==> src/rtl/rx_pkt_decoder.sv <==
module rx_pkt_decoder #(
  parameter int DW = 8
) (
  input  logic          clk,
  input  logic          rst_n,
  input  logic [1:0]    ctl,
  input  logic [DW-1:0] din,
  input  logic [1:0]    link_cap,
  output logic [DW-1:0] dout,
  output logic          dout_valid,
  output logic          dout_sop,
  output logic          dout_eop,
  output logic [1:0]    dout_speed,
  output logic          drop_pulse,
  output logic          null_pulse,
  output logic          err_pulse
);

  localparam logic [1:0]    CTL_RX  = 2'b10;
  localparam logic [1:0]    CTL_BAD = 2'b11;
  localparam logic [DW-1:0] DATA_ON = '1;

  typedef enum logic [1:0] {ST_IDLE, ST_PRE, ST_DATA, ST_SKIP} st_t;

  st_t           st;
  logic [DW-1:0] hold_data;
  logic          hold_vld, hold_first, byte_seen;
  logic [1:0]    speed_q;

  wire is_rx  = (ctl == CTL_RX);
  wire is_bad = (ctl == CTL_BAD);
  wire is_on  = (din == DATA_ON);

  logic       code_ok;
  logic [1:0] code_idx;
  always_comb begin
    code_ok  = 1'b1;
    code_idx = 2'd0;
    case (din)
      8'h00:   code_idx = 2'd0;
      8'h40:   code_idx = 2'd1;
      8'h50:   code_idx = 2'd2;
      default: code_ok  = 1'b0;
    endcase
  end
  wire accept = code_ok && (code_idx <= link_cap);

  always_ff @(posedge clk) begin
    if (!rst_n) begin
      st         <= ST_IDLE;
      hold_data  <= '0;
      hold_vld   <= 1'b0;
      hold_first <= 1'b0;
      byte_seen  <= 1'b0;
      speed_q    <= 2'd0;
      dout       <= '0;
      dout_valid <= 1'b0;
      dout_sop   <= 1'b0;
      dout_eop   <= 1'b0;
      dout_speed <= 2'd0;
      drop_pulse <= 1'b0;
      null_pulse <= 1'b0;
      err_pulse  <= 1'b0;
    end else begin
      dout_valid <= 1'b0;
      dout_sop   <= 1'b0;
      dout_eop   <= 1'b0;
      drop_pulse <= 1'b0;
      null_pulse <= 1'b0;
      err_pulse  <= 1'b0;
      case (st)
        ST_IDLE, ST_PRE: begin
          if (is_rx) begin
            if (is_on) begin
              st <= ST_PRE;
            end else if (accept) begin
              st        <= ST_DATA;
              speed_q   <= code_idx;
              byte_seen <= 1'b0;
            end else begin
              st         <= ST_SKIP;
              drop_pulse <= 1'b1;
            end
          end else if (st == ST_PRE) begin
            st         <= ST_IDLE;
            err_pulse  <= is_bad;
            null_pulse <= !is_bad;
          end
        end
        ST_DATA: begin
          if (is_rx) begin
            if (hold_vld) begin
              dout       <= hold_data;
              dout_valid <= 1'b1;
              dout_sop   <= hold_first;
              dout_speed <= speed_q;
            end
            hold_data  <= din;
            hold_vld   <= 1'b1;
            hold_first <= !byte_seen;
            byte_seen  <= 1'b1;
          end else begin
            st        <= ST_IDLE;
            err_pulse <= is_bad;
            if (hold_vld) begin
              dout       <= hold_data;
              dout_valid <= 1'b1;
              dout_sop   <= hold_first;
              dout_eop   <= 1'b1;
              dout_speed <= speed_q;
              hold_vld   <= 1'b0;
            end else begin
              null_pulse <= !is_bad;
            end
          end
        end
        ST_SKIP: begin
          if (!is_rx) begin
            st        <= ST_IDLE;
            err_pulse <= is_bad;
          end
        end
        default: st <= ST_IDLE;
      endcase
    end
  end


  speed_code_legal_chk: assert property (@(posedge clk) disable iff (!rst_n)
    dout_valid |-> dout_speed != 2'd3);


  speed_within_cap_chk: assert property (@(posedge clk) disable iff (!rst_n)
    dout_valid |-> dout_speed <= link_cap);


  sop_on_valid_chk: assert property (@(posedge clk) disable iff (!rst_n)
    (dout_sop || dout_eop) |-> dout_valid);


  drop_after_rx_chk: assert property (@(posedge clk) disable iff (!rst_n)
    $rose(drop_pulse) |-> $past(ctl) == CTL_RX);


  null_after_end_chk: assert property (@(posedge clk) disable iff (!rst_n)
    null_pulse |-> $past(ctl) != CTL_RX && $past(ctl) != CTL_BAD);


  quiet_after_idle_chk: assert property (@(posedge clk) disable iff (!rst_n)
    (ctl != CTL_RX) ##1 (ctl != CTL_RX) |=> !dout_valid);


  exclusive_events_chk: assert property (@(posedge clk) disable iff (!rst_n)
    $onehot0({dout_valid, drop_pulse, null_pulse}));

endmodule

==> config.mk <==
export PLATFORM = sky130hd
export DESIGN_NAME = rx_pkt_decoder
export DESIGN_NICKNAME = d
export VERILOG_FILES = /design/src/rtl/rx_pkt_decoder.sv
export SDC_FILE = /design/constraint.sdc
export NUM_CORES = 1
export LEC_CHECK = 0
export ABC_AREA = 1
export BUFFER_PORTS_ARGS = -buffer_cell sky130_fd_sc_hd__buf_4
export CORE_MARGIN = 10
export CORE_UTILIZATION = 51
export DETAILED_ROUTE_END_ITERATION = 16
export PLACE_DENSITY = 0.88
export SLEW_MARGIN = 25
export SYNTH_ARGS = -nofsm -noshare
export SYNTH_HDL_FRONTEND = slang
export SYNTH_SLANG_ARGS = --single-unit
==> constraint.sdc <==
create_clock -name clk -period 1.69 [get_ports clk]
set_input_delay 0.0845 -clock clk [delete_from_list [all_inputs] [get_ports clk]]
set_output_delay 0.0845 -clock clk [all_outputs]
set_load 0.01 [all_outputs]
Word level (Yosys, flattened, before mapping)
Index checks and enable logic that the tools add are counted.
{"block": "totals", "regBits": 31, "inputBits": 14, "output_inout_bits": 16, "wordCells": 77}
{"block": "op_classes", "magnitude_cmp": 1, "n_eq_ne": 14, "mux": 25, "n_bitwise": 5, "n_reduce_logical": 18}
{"op": "equality test 8 x 7 -> 1 bit (second input constant)", "n": 2}
{"op": "2-to-1 mux 1 bit", "n": 16}
{"op": "!= test 2 bit (second input constant)", "n": 5}
{"op": "equality test 2 bit (second input constant)", "n": 4}
{"op": "equality test 8 bit (second input constant)", "n": 1}
{"op": "zero test 8 bit", "n": 1}
{"op": "2-to-1 mux 2 bit", "n": 4}
{"op": "one-hot mux 2 bit (2 select lines)", "n": 2}
{"op": "AND reduction 2 bit", "n": 4}
{"op": "one-hot mux 1 bit (2 select lines)", "n": 3}
{"op": "OR reduction 3 bit", "n": 2}
{"op": "inverter 1 bit", "n": 5}
{"op": "AND reduction 5 bit", "n": 1}
{"op": "AND reduction 4 bit", "n": 1}
{"op": "OR reduction 2 bit", "n": 2}
{"op": "OR reduction 4 bit", "n": 1}
{"op": "!= test 3 bit (second input constant)", "n": 1}
{"op": "AND reduction 3 bit", "n": 1}
{"op": "equality test 2 x 1 -> 1 bit (second input constant)", "n": 1}
{"op": "<= comparator 2 bit", "n": 1}
{"op": "zero test 1 bit", "n": 2}
{"op": "zero test 2 bit", "n": 1}
{"op": "nonzero test 2 bit", "n": 1}
{"op": "logical AND 1 bit", "n": 1}

Logic depth before layout (Yosys ltp)
Gate-level depths: netlist of run 1.
{"block": "depth", "ltp_word": 8, "ltp_mapped": 13, "depth_no_buf": 13}

Least setup slack after synthesis of run 1
OpenSTA, ideal clock, no wires.
{"block": "synth_path", "kind": "in2reg", "start": "in din[2]", "end": "reg byte_seen", "setup_ps": 117, "arrival_ps": 1212, "required_ps": 1573, "setup_slack_ps": 361, "cell_stages": 12, "n_path_buf": 0, "path_cell_list": "nor2_1 > nand2_1 > inv_1 > nand3_1 > inv_1 > ha_1 > inv_1 > nor2_1 > o21ai_1 > nand2_1 > nor3_1 > nor2_1"}
{"block": "synth_between", "elab_chain_cells": 6, "elab_cells_between_ends": 12, "cone_classes": "1 x order compare; 5 x eq/ne; 2 x mux; 4 x reduce/logical"}
{"item": "start, declared", "line": "7", "source": "input logic [DW-1:0] din,"}
{"item": "equality test 8 x 7 -> 1 bit", "line": "39", "source": "case (din)"}
{"item": "one-hot mux 2 bit (2 select lines) *", "line": "39"}
{"item": "via code_idx[1]", "line": "35", "source": "logic [1:0] code_idx;"}
{"item": "<= comparator 2 bit *", "line": "46", "source": "wire accept = code_ok && (code_idx <= link_cap);"}
{"item": "logical AND 1 bit *", "line": "46"}
{"item": "!= test 2 bit (no source line) *"}
{"item": "AND reduction 5 bit (no source line) *"}
{"item": "end signal, assigned", "line": "54", "source": "byte_seen <= 1'b0;"}
{"item": "end signal, assigned", "line": "79", "source": "byte_seen <= 1'b0;"}
{"item": "end signal, assigned", "line": "101", "source": "byte_seen <= 1'b1;"}
{"item": "end, declared", "line": "27", "source": "logic hold_vld, hold_first, byte_seen;"}
Mark *: on every way through the listed nets, which the timed path passes. The rest lies on a longest branch.
A chain may end at the register's enable or synchronous reset.

Worst setup path after layout of run 1
Ends and elaborated chain as after synthesis.

==> results of run 1 <==
[through the flow]
stage	setup WS [ns]	hold slack (ns)	util (%)	instances	area, µm²
after floorplan	0.361	0.163	-	167	1280
after global placement	0.150	0.268	61.6	220	1500
after detailed placement	0.0803	0.272	61.6	220	1500
after CTS	0.380	0.0338	63.7	227	1550
after global routing	0.147	0.0584	63.7	227	1550
final	0.354	0.0421	63.7	227	1550
[cells by family after synthesis]
family,after synthesis
AND/OR/NAND/NOR,77
flip-flops,31
AO/OA/AOI/OAI,30
buffers and inverters,27
adder cells (fa/ha/maj),2
[how the worst max path moves through the flow]
stage	end	slack (ns)	cells past startpoint
CTS	byte_seen$_SDFFE_PN0P_	0.38	13
finish	byte_seen$_SDFFE_PN0P_	0.35	13
global route	byte_seen$_SDFFE_PN0P_	0.15	13
floorplan	byte_seen$_SDFFE_PN0P_	0.36	12
detailed placement	byte_seen$_SDFFE_PN0P_	0.08	13
global placement	byte_seen$_SDFFE_PN0P_	0.15	13
[per-layer routing]
| layer | GRT usage [%] | up-vias |
|---|---|---|
| met1 | 12.0 | 515 |
| met4 | 6.58 | 0 |
| li1 | - | 601 |
| met5 | 0 | - |
| met2 | 19.4 | 35 |
| met3 | 3.67 | 7 |
[cell type report]
class,count,area share [%]
Multi-Input combinational cell,109,34.9
Clock buffer,6,2.67
Timing Repair Buffer,30,14.7
Inverter,21,5.25
Tap cell,30,2.42
Sequential cell,31,40.1
[worst max-delay path: stages]
cell and delay, ns:
buf_4 0.12, nor2_1 0.09, nand2_1 0.08, inv_1 0.08, nand3_1 0.09, inv_1 0.07
ha_1 0.23, inv_1 0.06, nor2_1 0.03, o21ai_1 0.23, nand2_1 0.14, nor3_1 0.19
nor2_1 0.06
[cell usage after synthesis, drive strengths merged]
library cell	count	area share, %
nand2	28	9.0
nor3b	2	1.6
nand3	13	5.1
inv	21	6.3
nor3	4	1.6
nor2	26	9.1
nand4	2	0.98
clkbuf	2	0.68
dfxtp	31	48
o21ai	14	5.5
buf	4	2.4
nor4	2	0.98
ha	2	2.0
a21oi	16	6.5
[state kept, by name (all words and copies together), names as in the netlist]
| register | count |
|---|---|
| null_pulse | 1 |
| err_pulse | 1 |
| hold_data | 8 |
| speed_q | 2 |
| dout | 8 |
| byte_seen | 1 |
| st | 2 |
| dout_eop | 1 |
| hold_vld | 1 |
| dout_sop | 1 |
| drop_pulse | 1 |
| hold_first | 1 |
| dout_valid | 1 |
| dout_speed | 2 |
[power breakdown]
group / switching, mW / internal [mW] / total (mW)
logic: 0.0588 / 0.0417 / 0.101
clock network: 0.213 / 0.148 / 0.361
registers: 0.00791 / 0.739 / 0.747
total: 0.280 / 0.929 / 1.21
==> results.toml, run 1 <==
[synth]
synth_xor_area_share_pct = 0
synth_fp_nets = 183
synth-seq-cells = 31
synth_top_family_by_area = "simple AND/OR/NAND/NOR gates"
synth_cell_types = 26
ys_seq_area_share_pct = 48.4
yosys_warnings = 0
synthSimpleGateAreaFrac_pct = 28.2
yosys.area_share.adder_pct = 1.95
synth_compound_area_share_pct = 12.0
synth_area_mm2 = 0.00128
synth.area.mux_share_pct = 0
syn_area_per_cell_um2 = 7.68
syn_inst = 167

[global_route]
grt_pass1_vias = 1092
grt_max_degree = 18
grt_usage_pct = 11.4
overflow = 0
grt_pass1_wl_um = 4660
antenna_found_initial = 0

[min_path]
hold_start = "din[6]"
min_to = "hold_data[6]$_SDFFE_PN0P_"
holdCritPathClass = "in -> reg"
min_path_cells = 3

[sta]
fin_crit_ns = 1.34
setup_tns_ns = 0
setup_viol = 0
worstMarginPinSlew_ns = 0.423
finalHoldViolations = 0
maxSlewHeadroom_pct = 71.8
period_share_pct = 79.0
fin_skew_ns = 0.00374
slew_viol_final = 0
fmax_mhz = 749
rsz0062_at_grt = "false"

[critical_path]
reg2reg_depth = 6
r2r-start = "st[1]$_SDFFE_PN0P_"
crit_path_max_fanout = 4
end_kind = "register"
reg2reg_to = "hold_data[4]$_SDFFE_PN0P_"
setup.worst_path.class = "in -> reg"
rrSetupSlack_ns = 0.47
setup.worst_path.start = "din[2]"
crit_arrival_ns = 1.54
startpoint_type = "primary input"
required_ns = 1.90

[placed_design]
gp_congestion = 0.803
dpl.hpwl_um = 2170
io_buffers = 29

[final_layout]
n_antenna_cell = 0
syn_to_final_growth_pct = 20.8
final_cell_mix = "dfxtp_1, buf_4, nand2_1, nor2_1, inv_1"
final_common_cell = "dfxtp_1"
regArea_um2 = 621
nFillCells = 213
multi_input_area_um2 = 541
finalNetCount = 214
drive_gt1_share_pct = 22.3

[floorplanning]
num_rows = 18
fp.dieArea_mm2 = 0.00492
die_width_um = 70.1
die_h_um = 70.1
ioPinCount = 30
core-area_mm2 = 0.00243
start_util_pct = 52.7

[drt]
num_vias = 1158
wl_met3_um = 174
routed.top_layer = "met4"
drc_errors = 0
met1Wirelength_um = 1240
drt_iter0_markers = 79
dr.pass1.iters = 5
wl_per_cell_um = 12.4
detailroute.wirelength.met2_um = 1340
wl_um = 2820
vias_per_cell = 5.10
ant_nets = 0

[clock_tree]
cts_setup_buffers = 0
htreeDepth = 2
clk_latency_ns = 0.32
cts_sinks = 31
cts_max_path_buffers = 2
cts_tree = "built"
cts-root-buf = "clkbuf_4"
clk_transition_reported_paths_ns = 0.08
post_cts_resized = 0
cts.hold.buffers_added = 1
cts_inserted_buffers = 5

[power_and_ir_drop]
fin_total_pwr_mw = 1.21
powerDensity_mw_per_mm2 = 780
leakage_nw = 0.715
ir_drop_v = 0.000586

[job]
max_cap_violations = 0

[run_status]
outcome = "finished, final reports clean"
(Power assumes the default switching activity.)
==> inputs of run 2 (changes only) <==
--- a/config.mk
+++ b/config.mk
@@ -8,9 +8,9 @@
 export ABC_AREA = 1
 export BUFFER_PORTS_ARGS = -buffer_cell sky130_fd_sc_hd__buf_4
 export CORE_MARGIN = 10
-export CORE_UTILIZATION = 51
+export CORE_UTILIZATION = 46
 export DETAILED_ROUTE_END_ITERATION = 16
-export PLACE_DENSITY = 0.88
+export PLACE_DENSITY = 0.85
 export SLEW_MARGIN = 25
 export SYNTH_ARGS = -nofsm -noshare
 export SYNTH_HDL_FRONTEND = slang
==> constraint.sdc (replaced) <==
create_clock -name clk -period 1.1 [get_ports clk]
set_input_delay 0.055 -clock clk [delete_from_list [all_inputs] [get_ports clk]]
set_output_delay 0.055 -clock clk [all_outputs]
set_load 0.01 [all_outputs]
==> run 2 against run 1 <==
Against the previous run: the run now ends with setup timing left; via count increased by 7.7%; global-route usage shrank 0.29 points; worst setup slack worse by 0.36 ns; first-iteration DRC count is 19% lower; combinational power rose by 130%; final cell count rose by 11%; non-clock buffer count grew 21; clock-buffer cell count is the same; critical path depth is the same; critical endpoint is now speed_q[0]$_SDFFE_PN0P_; largest cell class unchanged.
==> results.toml, run 2 (synthesis gave the netlist of run 1 again) <==
[sta]
layout_setup_ws_ns = -0.00168
finalHoldViolations = 0
maxSlewHeadroom_pct = 82.7
fin_skew_ns = 0.00976
rsz0062_at_grt = "true"
slew_viol_final = 0
worstMarginPinSlew_ns = 0.257
fin_crit_ns = 1.10
setup_viol = 2
fmax_mhz = 908
period_share_pct = 100

[critical_path]
crit_arrival_ns = 1.35
setup.worst_path.class = "in -> reg"
cp_cell_sequence = "buf_6, nor2_4, nand2_2, inv_2, nand3_2, inv_2, ha_4, inv_2, nor2_2, o21ai_2, nand4_1, nand2_1, nor2_1"
crit_slowest_cell = "o21ai_2"
startpoint_type = "primary input"
cp_common_cell = "inv_2"
max_stage_delay_ns = 0.23
required_ns = 1.35
end_kind = "register"
crit_path_max_fanout = 4

[clock_tree]
cts_sinks = 31
htreeDepth = 2
cts_inserted_buffers = 5
clk_latency_ns = 0.34
clk_transition_reported_paths_ns = 0.10
cts_tree = "built"
cts_max_path_buffers = 2
cts-root-buf = "clkbuf_4"

[global_route]
antenna_found_initial = 0
overflow = 0
grt_pass1_wl_um = 4720
grt_pass1_vias = 1087
grt_max_degree = 15
grt_usage_pct = 11.1

[floorplanning]
die_width_um = 72.8
start_util_pct = 47.3
num_rows = 19
core-area_mm2 = 0.00271
ioPinCount = 30
fp.dieArea_mm2 = 0.00530
die_h_um = 72.8

[placed_design]
dpl_cell_area_mm2 = 0.00164
gp_congestion = 0.817
place_ws_ns = -0.317
dpl.hpwl_um = 2140
io_buffers = 29

[drt]
vias_per_cell = 4.97
drt_iter0_markers = 64
dr.pass1.iters = 4
wl_um = 3090
num_vias = 1247
ant_nets = 0
wl_per_cell_um = 12.3
drc_errors = 0

[power_and_ir_drop]
powerDensity_mw_per_mm2 = 1240
power_frac_comb_pct = 9.9
ir_drop_v = 0.000945
p_seq_share_pct = 49.6
leakage_nw = 0.843
switching_share_pct = 22.8
p_switching_uw = 528
clkPwrFrac_pct = 40.5
internal_power_mw = 1.79

[final_layout]
reg_top3 = "dout x8, hold_data x8"
finalNetCount = 235
final_cell_mix = "buf_4, dfxtp_1, nand2_1, nor2_1, a21oi_1"
n_antenna_cell = 0
final_area_mm2 = 0.00187
syn_to_final_growth_pct = 45.7
drive_gt1_share_pct = 37.3
final_common_cell = "buf_4"

[job]
max_cap_violations = 0

[run_status]
violations = "setup timing"
outcome = "finished with violations"

[min_path]
holdCritPathClass = "in -> reg"
[run 2: layout make-up]
class	instances	area, µm²
fill	217	842
clock buffer	6	51.3
clock inverter	2	35.0
timing repair buffer	51	414
inverter	21	88.8
sequential	31	624
multi-input combinational	109	616
tap	31	38.8
[run 2: per-layer routing]
layer | global-route usage [%] | wire (µm) | vias up
li1 | - | - | 651
met1 | 11.8 | 1310 | 558
met2 | 17.9 | 1490 | 32
met3 | 4.90 | 220 | 6
met4 | 6.33 | 68 | 0
met5 | 0 | 0 | -
[run 2: per-stage QoR]
step	setup TNS [ns]	std cells	hold WS (ns)	power, mW	utilization (%)
2_1_floorplan	-0.352	167	0.133	1.27	-
3_3_place_gp	-1.30	236	0.245	1.36	60.6
3_5_place_dp	-1.46	236	0.245	1.36	60.6
4_1_cts	0	248	0.00622	2.28	65.3
5_1_grt	-0.317	251	0.00730	2.39	68.9
6_report	-0.00263	251	0.0100	2.32	68.9
[run 2: timing repair]
action,CTS,global route
endpoints found under the setup margin,0,12
resized for setup,0,21
setup buffers,0,2
hold buffers,4,1
endpoints found under the hold margin,4,1
[run 2: power by group through the flow]
stage	registers [mW]	logic, mW	clock network (mW)
6_report	1.15	0.230	0.939
5_1_grt	1.15	0.252	0.985
4_1_cts	1.15	0.205	0.935
3_5_place_dp	1.17	0.193	0
3_3_place_gp	1.17	0.189	0
2_1_floorplan	1.17	0.0935	0
[run 2: worst paths after layout]
check / startpoint / endpoint / slack, ns / cells after the start
setup / recovery: din[3] / speed_q[0]$_SDFFE_PN0P_ / -0.002 / 13
hold / removal: ctl[0] / st[1]$_SDFFE_PN0P_ / 0.01 / 4
setup reg to reg: st[1]$_SDFFE_PN0P_ / speed_q[0]$_SDFFE_PN0P_ / 0.04 / 5
hold reg to reg: byte_seen$_SDFFE_PN0P_ / hold_first$_SDFFE_PN0P_ / 0.44 / 1
[run 2: critical path, delay by kind of cell]
kind | cells | cell delay [ns]
buf+inv | 4 | 0.27
simple gates | 7 | 0.59
fa+ha+maj | 1 | 0.20
compound gates | 1 | 0.23
==> inputs of run 3 (changes only) <==
--- a/config.mk
+++ b/config.mk
@@ -11,6 +11,7 @@
 export CORE_UTILIZATION = 46
 export DETAILED_ROUTE_END_ITERATION = 16
 export PLACE_DENSITY = 0.85
+export RECOVER_POWER = 25
 export SLEW_MARGIN = 25
 export SYNTH_ARGS = -nofsm -noshare
 export SYNTH_HDL_FRONTEND = slang
==> constraint.sdc (replaced) <==
create_clock -name clk -period 1 [get_ports clk]
set_input_delay 0.05 -clock clk [delete_from_list [all_inputs] [get_ports clk]]
set_output_delay 0.05 -clock clk [all_outputs]
set_load 0.01 [all_outputs]
==> run 3 against run 2 <==
Against the previous run: the run still ends with setup timing left; clock skew up 0.00061 ns; clock-buffer cell count is the same; non-clock buffer count is 6 higher; total power increased by 11%; final cell count rose by 2.8%; clock power grew 9%; critical path depth down 7; utilization grew 2.3 points; register-to-register slack got worse by 0.14 ns; worst hold slack improved by 0.021 ns; via count rose by 2.2%; critical path type is now reg -> reg; critical endpoint is now hold_data[7]$_SDFFE_PN0P_; largest cell class is now multi-input combinational cells; largest power group unchanged.
==> results.toml, run 3 (synthesis gave the netlist of run 1 again) <==
[clock_tree]
htreeDepth = 2
cts_tree = "built"
clk_latency_ns = 0.34
clk_transition_reported_paths_ns = 0.10
cts-root-buf = "clkbuf_4"
cts_sinks = 31
cts_inserted_buffers = 5
cts_max_path_buffers = 2

[sta]
worstMarginPinSlew_ns = 0.278
period_share_pct = 110
finalHoldViolations = 0
layout_setup_ws_ns = -0.0982
setup_tns_ns = -0.896
fin_skew_ns = 0.0104
fmax_mhz = 911
maxSlewHeadroom_pct = 81.3
setup_viol = 24
fin_crit_ns = 1.10
rsz0062_at_grt = "true"
slew_viol_final = 0

[critical_path]
crit_arrival_ns = 1.37
setup.worst_path.class = "reg -> reg"
crit_slowest_cell = "dfxtp_2"
crit_buf_inv = 2
required_ns = 1.27
path_delay_family = "flip-flops"
cp_cell_sequence = "inv_4, nor2_8, nand2_8, clkinv_8, o21ai_1, a21oi_1"
startpoint_type = "register"
max_stage_delay_ns = 0.37
end_kind = "register"
crit_path_max_fanout = 8

[power_and_ir_drop]
leakage_nw = 0.871
power_frac_comb_pct = 10.8
powerDensity_mw_per_mm2 = 1330
p_switching_uw = 581
p_seq_share_pct = 49.3
internal_power_mw = 1.98
switching_share_pct = 22.7
clkPwrFrac_pct = 39.9
ir_drop_v = 0.00174

[final_layout]
regArea_um2 = 623
syn_to_final_growth_pct = 50.5
final_cell_mix = "buf_4, dfxtp_1, nand2_1, nor2_1, inv_1"
multi_input_area_um2 = 633
nFillCells = 226
finalNetCount = 242
drive_gt1_share_pct = 39.2
final_common_cell = "buf_4"
n_antenna_cell = 0
instances_no_fill = 258
reg_top3 = "dout x8, hold_data x8"

[floorplanning]
fp.dieArea_mm2 = 0.00530
num_rows = 19
die_width_um = 72.8
ioPinCount = 30
core-area_mm2 = 0.00271
start_util_pct = 47.3
die_h_um = 72.8

[run_status]
violations = "setup timing"
outcome = "finished with violations"

[placed_design]
placed_cells = 237
gp_congestion = 0.801
dpl.hpwl_um = 2260
io_buffers = 29
place_ws_ns = -0.416

[drt]
ant_nets = 0
drt_iter0_markers = 93
wl_um = 3310
num_vias = 1274
dr.pass1.iters = 4
wl_per_cell_um = 12.8
vias_per_cell = 4.94
drc_errors = 0

[global_route]
grt_max_degree = 17
antenna_found_initial = 0
grt_pass1_vias = 1197
grt_pass1_wl_um = 5200
overflow = 0
grt_usage_pct = 11.9

[min_path]
holdCritPathClass = "in -> reg"

[job]
max_cap_violations = 0
==> run 3: changes by cell type in the layout (fill, tap and decap cells not counted), sizes merged <==
cell         delta
buf             +3
dlygate4sd3     -1
clkinv          +1
clkbuf          +4
==> run 3: metal layers <==
layer	global-route usage [%]	vias up	routed length [µm]	part of all wire (%)
met5	0	-	0	0
met4	7.17	0	53	1.6
met3	4.35	4	232	7.0
met2	18.7	46	1650	50
met1	13.4	562	1370	41
li1	-	662	-	-
==> run 3: path summary, 6_finish.rpt <==
check        slack [ns]                   endpoint                    from  cells after the start
max                -0.1  hold_data[7]$_SDFFE_PN0P_      st[1]$_SDFFE_PN0P_                      6
max reg2reg        -0.1  hold_data[7]$_SDFFE_PN0P_      st[1]$_SDFFE_PN0P_                      6
min                0.03         st[1]$_SDFFE_PN0P_                  ctl[0]                      4
min reg2reg        0.47    hold_first$_SDFFE_PN0P_  byte_seen$_SDFFE_PN0P_                      1
==> run 3: worst register-to-register path, cell delays in order (launching register included) <==
cell and delay (ns):
dfxtp_2 0.37, inv_4 0.06, nor2_8 0.20, nand2_8 0.11
clkinv_8 0.09, o21ai_1 0.06, a21oi_1 0.15
==> run 3: through the flow <==
| stage | hold slack, ns | power, mW | util (%) | cell area (µm²) |
|---|---|---|---|---|
| after floorplan | 0.128 | 1.39 | - | 1320 |
| after global placement | 0.238 | 1.50 | 60.9 | 1650 |
| after detailed placement | 0.241 | 1.51 | 60.9 | 1650 |
| after CTS | 0.0265 | 2.55 | 69.0 | 1870 |
| after global routing | 0.0404 | 2.65 | 71.2 | 1930 |
| final | 0.0313 | 2.56 | 71.2 | 1930 |
==> run 3: power groups by stage <==
stage	clock network, mW	registers (mW)	logic, mW
after floorplan	0	1.29	0.103
after global placement	0	1.29	0.210
after detailed placement	0	1.29	0.215
after CTS	1.03	1.26	0.256
after global routing	1.08	1.27	0.303
final	1.02	1.26	0.277
==> run 3: area by class of cell <==
| class | count | share of cell area [%] |
|---|---|---|
| flip-flops and latches | 31 | 32.3 |
| repair buffers | 57 | 23.3 |
| inverters | 21 | 4.86 |
| repair inverters | 1 | 0.324 |
| well taps | 31 | 2.01 |
| clock inverters | 2 | 1.81 |
| multi-input cells | 109 | 32.8 |
| clock buffers | 6 | 2.66 |
==> run 3: repair_timing <==
item / CTS / global route
hold buffers: 4 / 0
resized for setup: 22 / 12
hold endpoints to repair: 3 / 0
gates cloned: 0 / 2
pin swaps: 13 / 10
endpoints found under the setup margin: 24 / 27
buffers inserted: 4 / 3
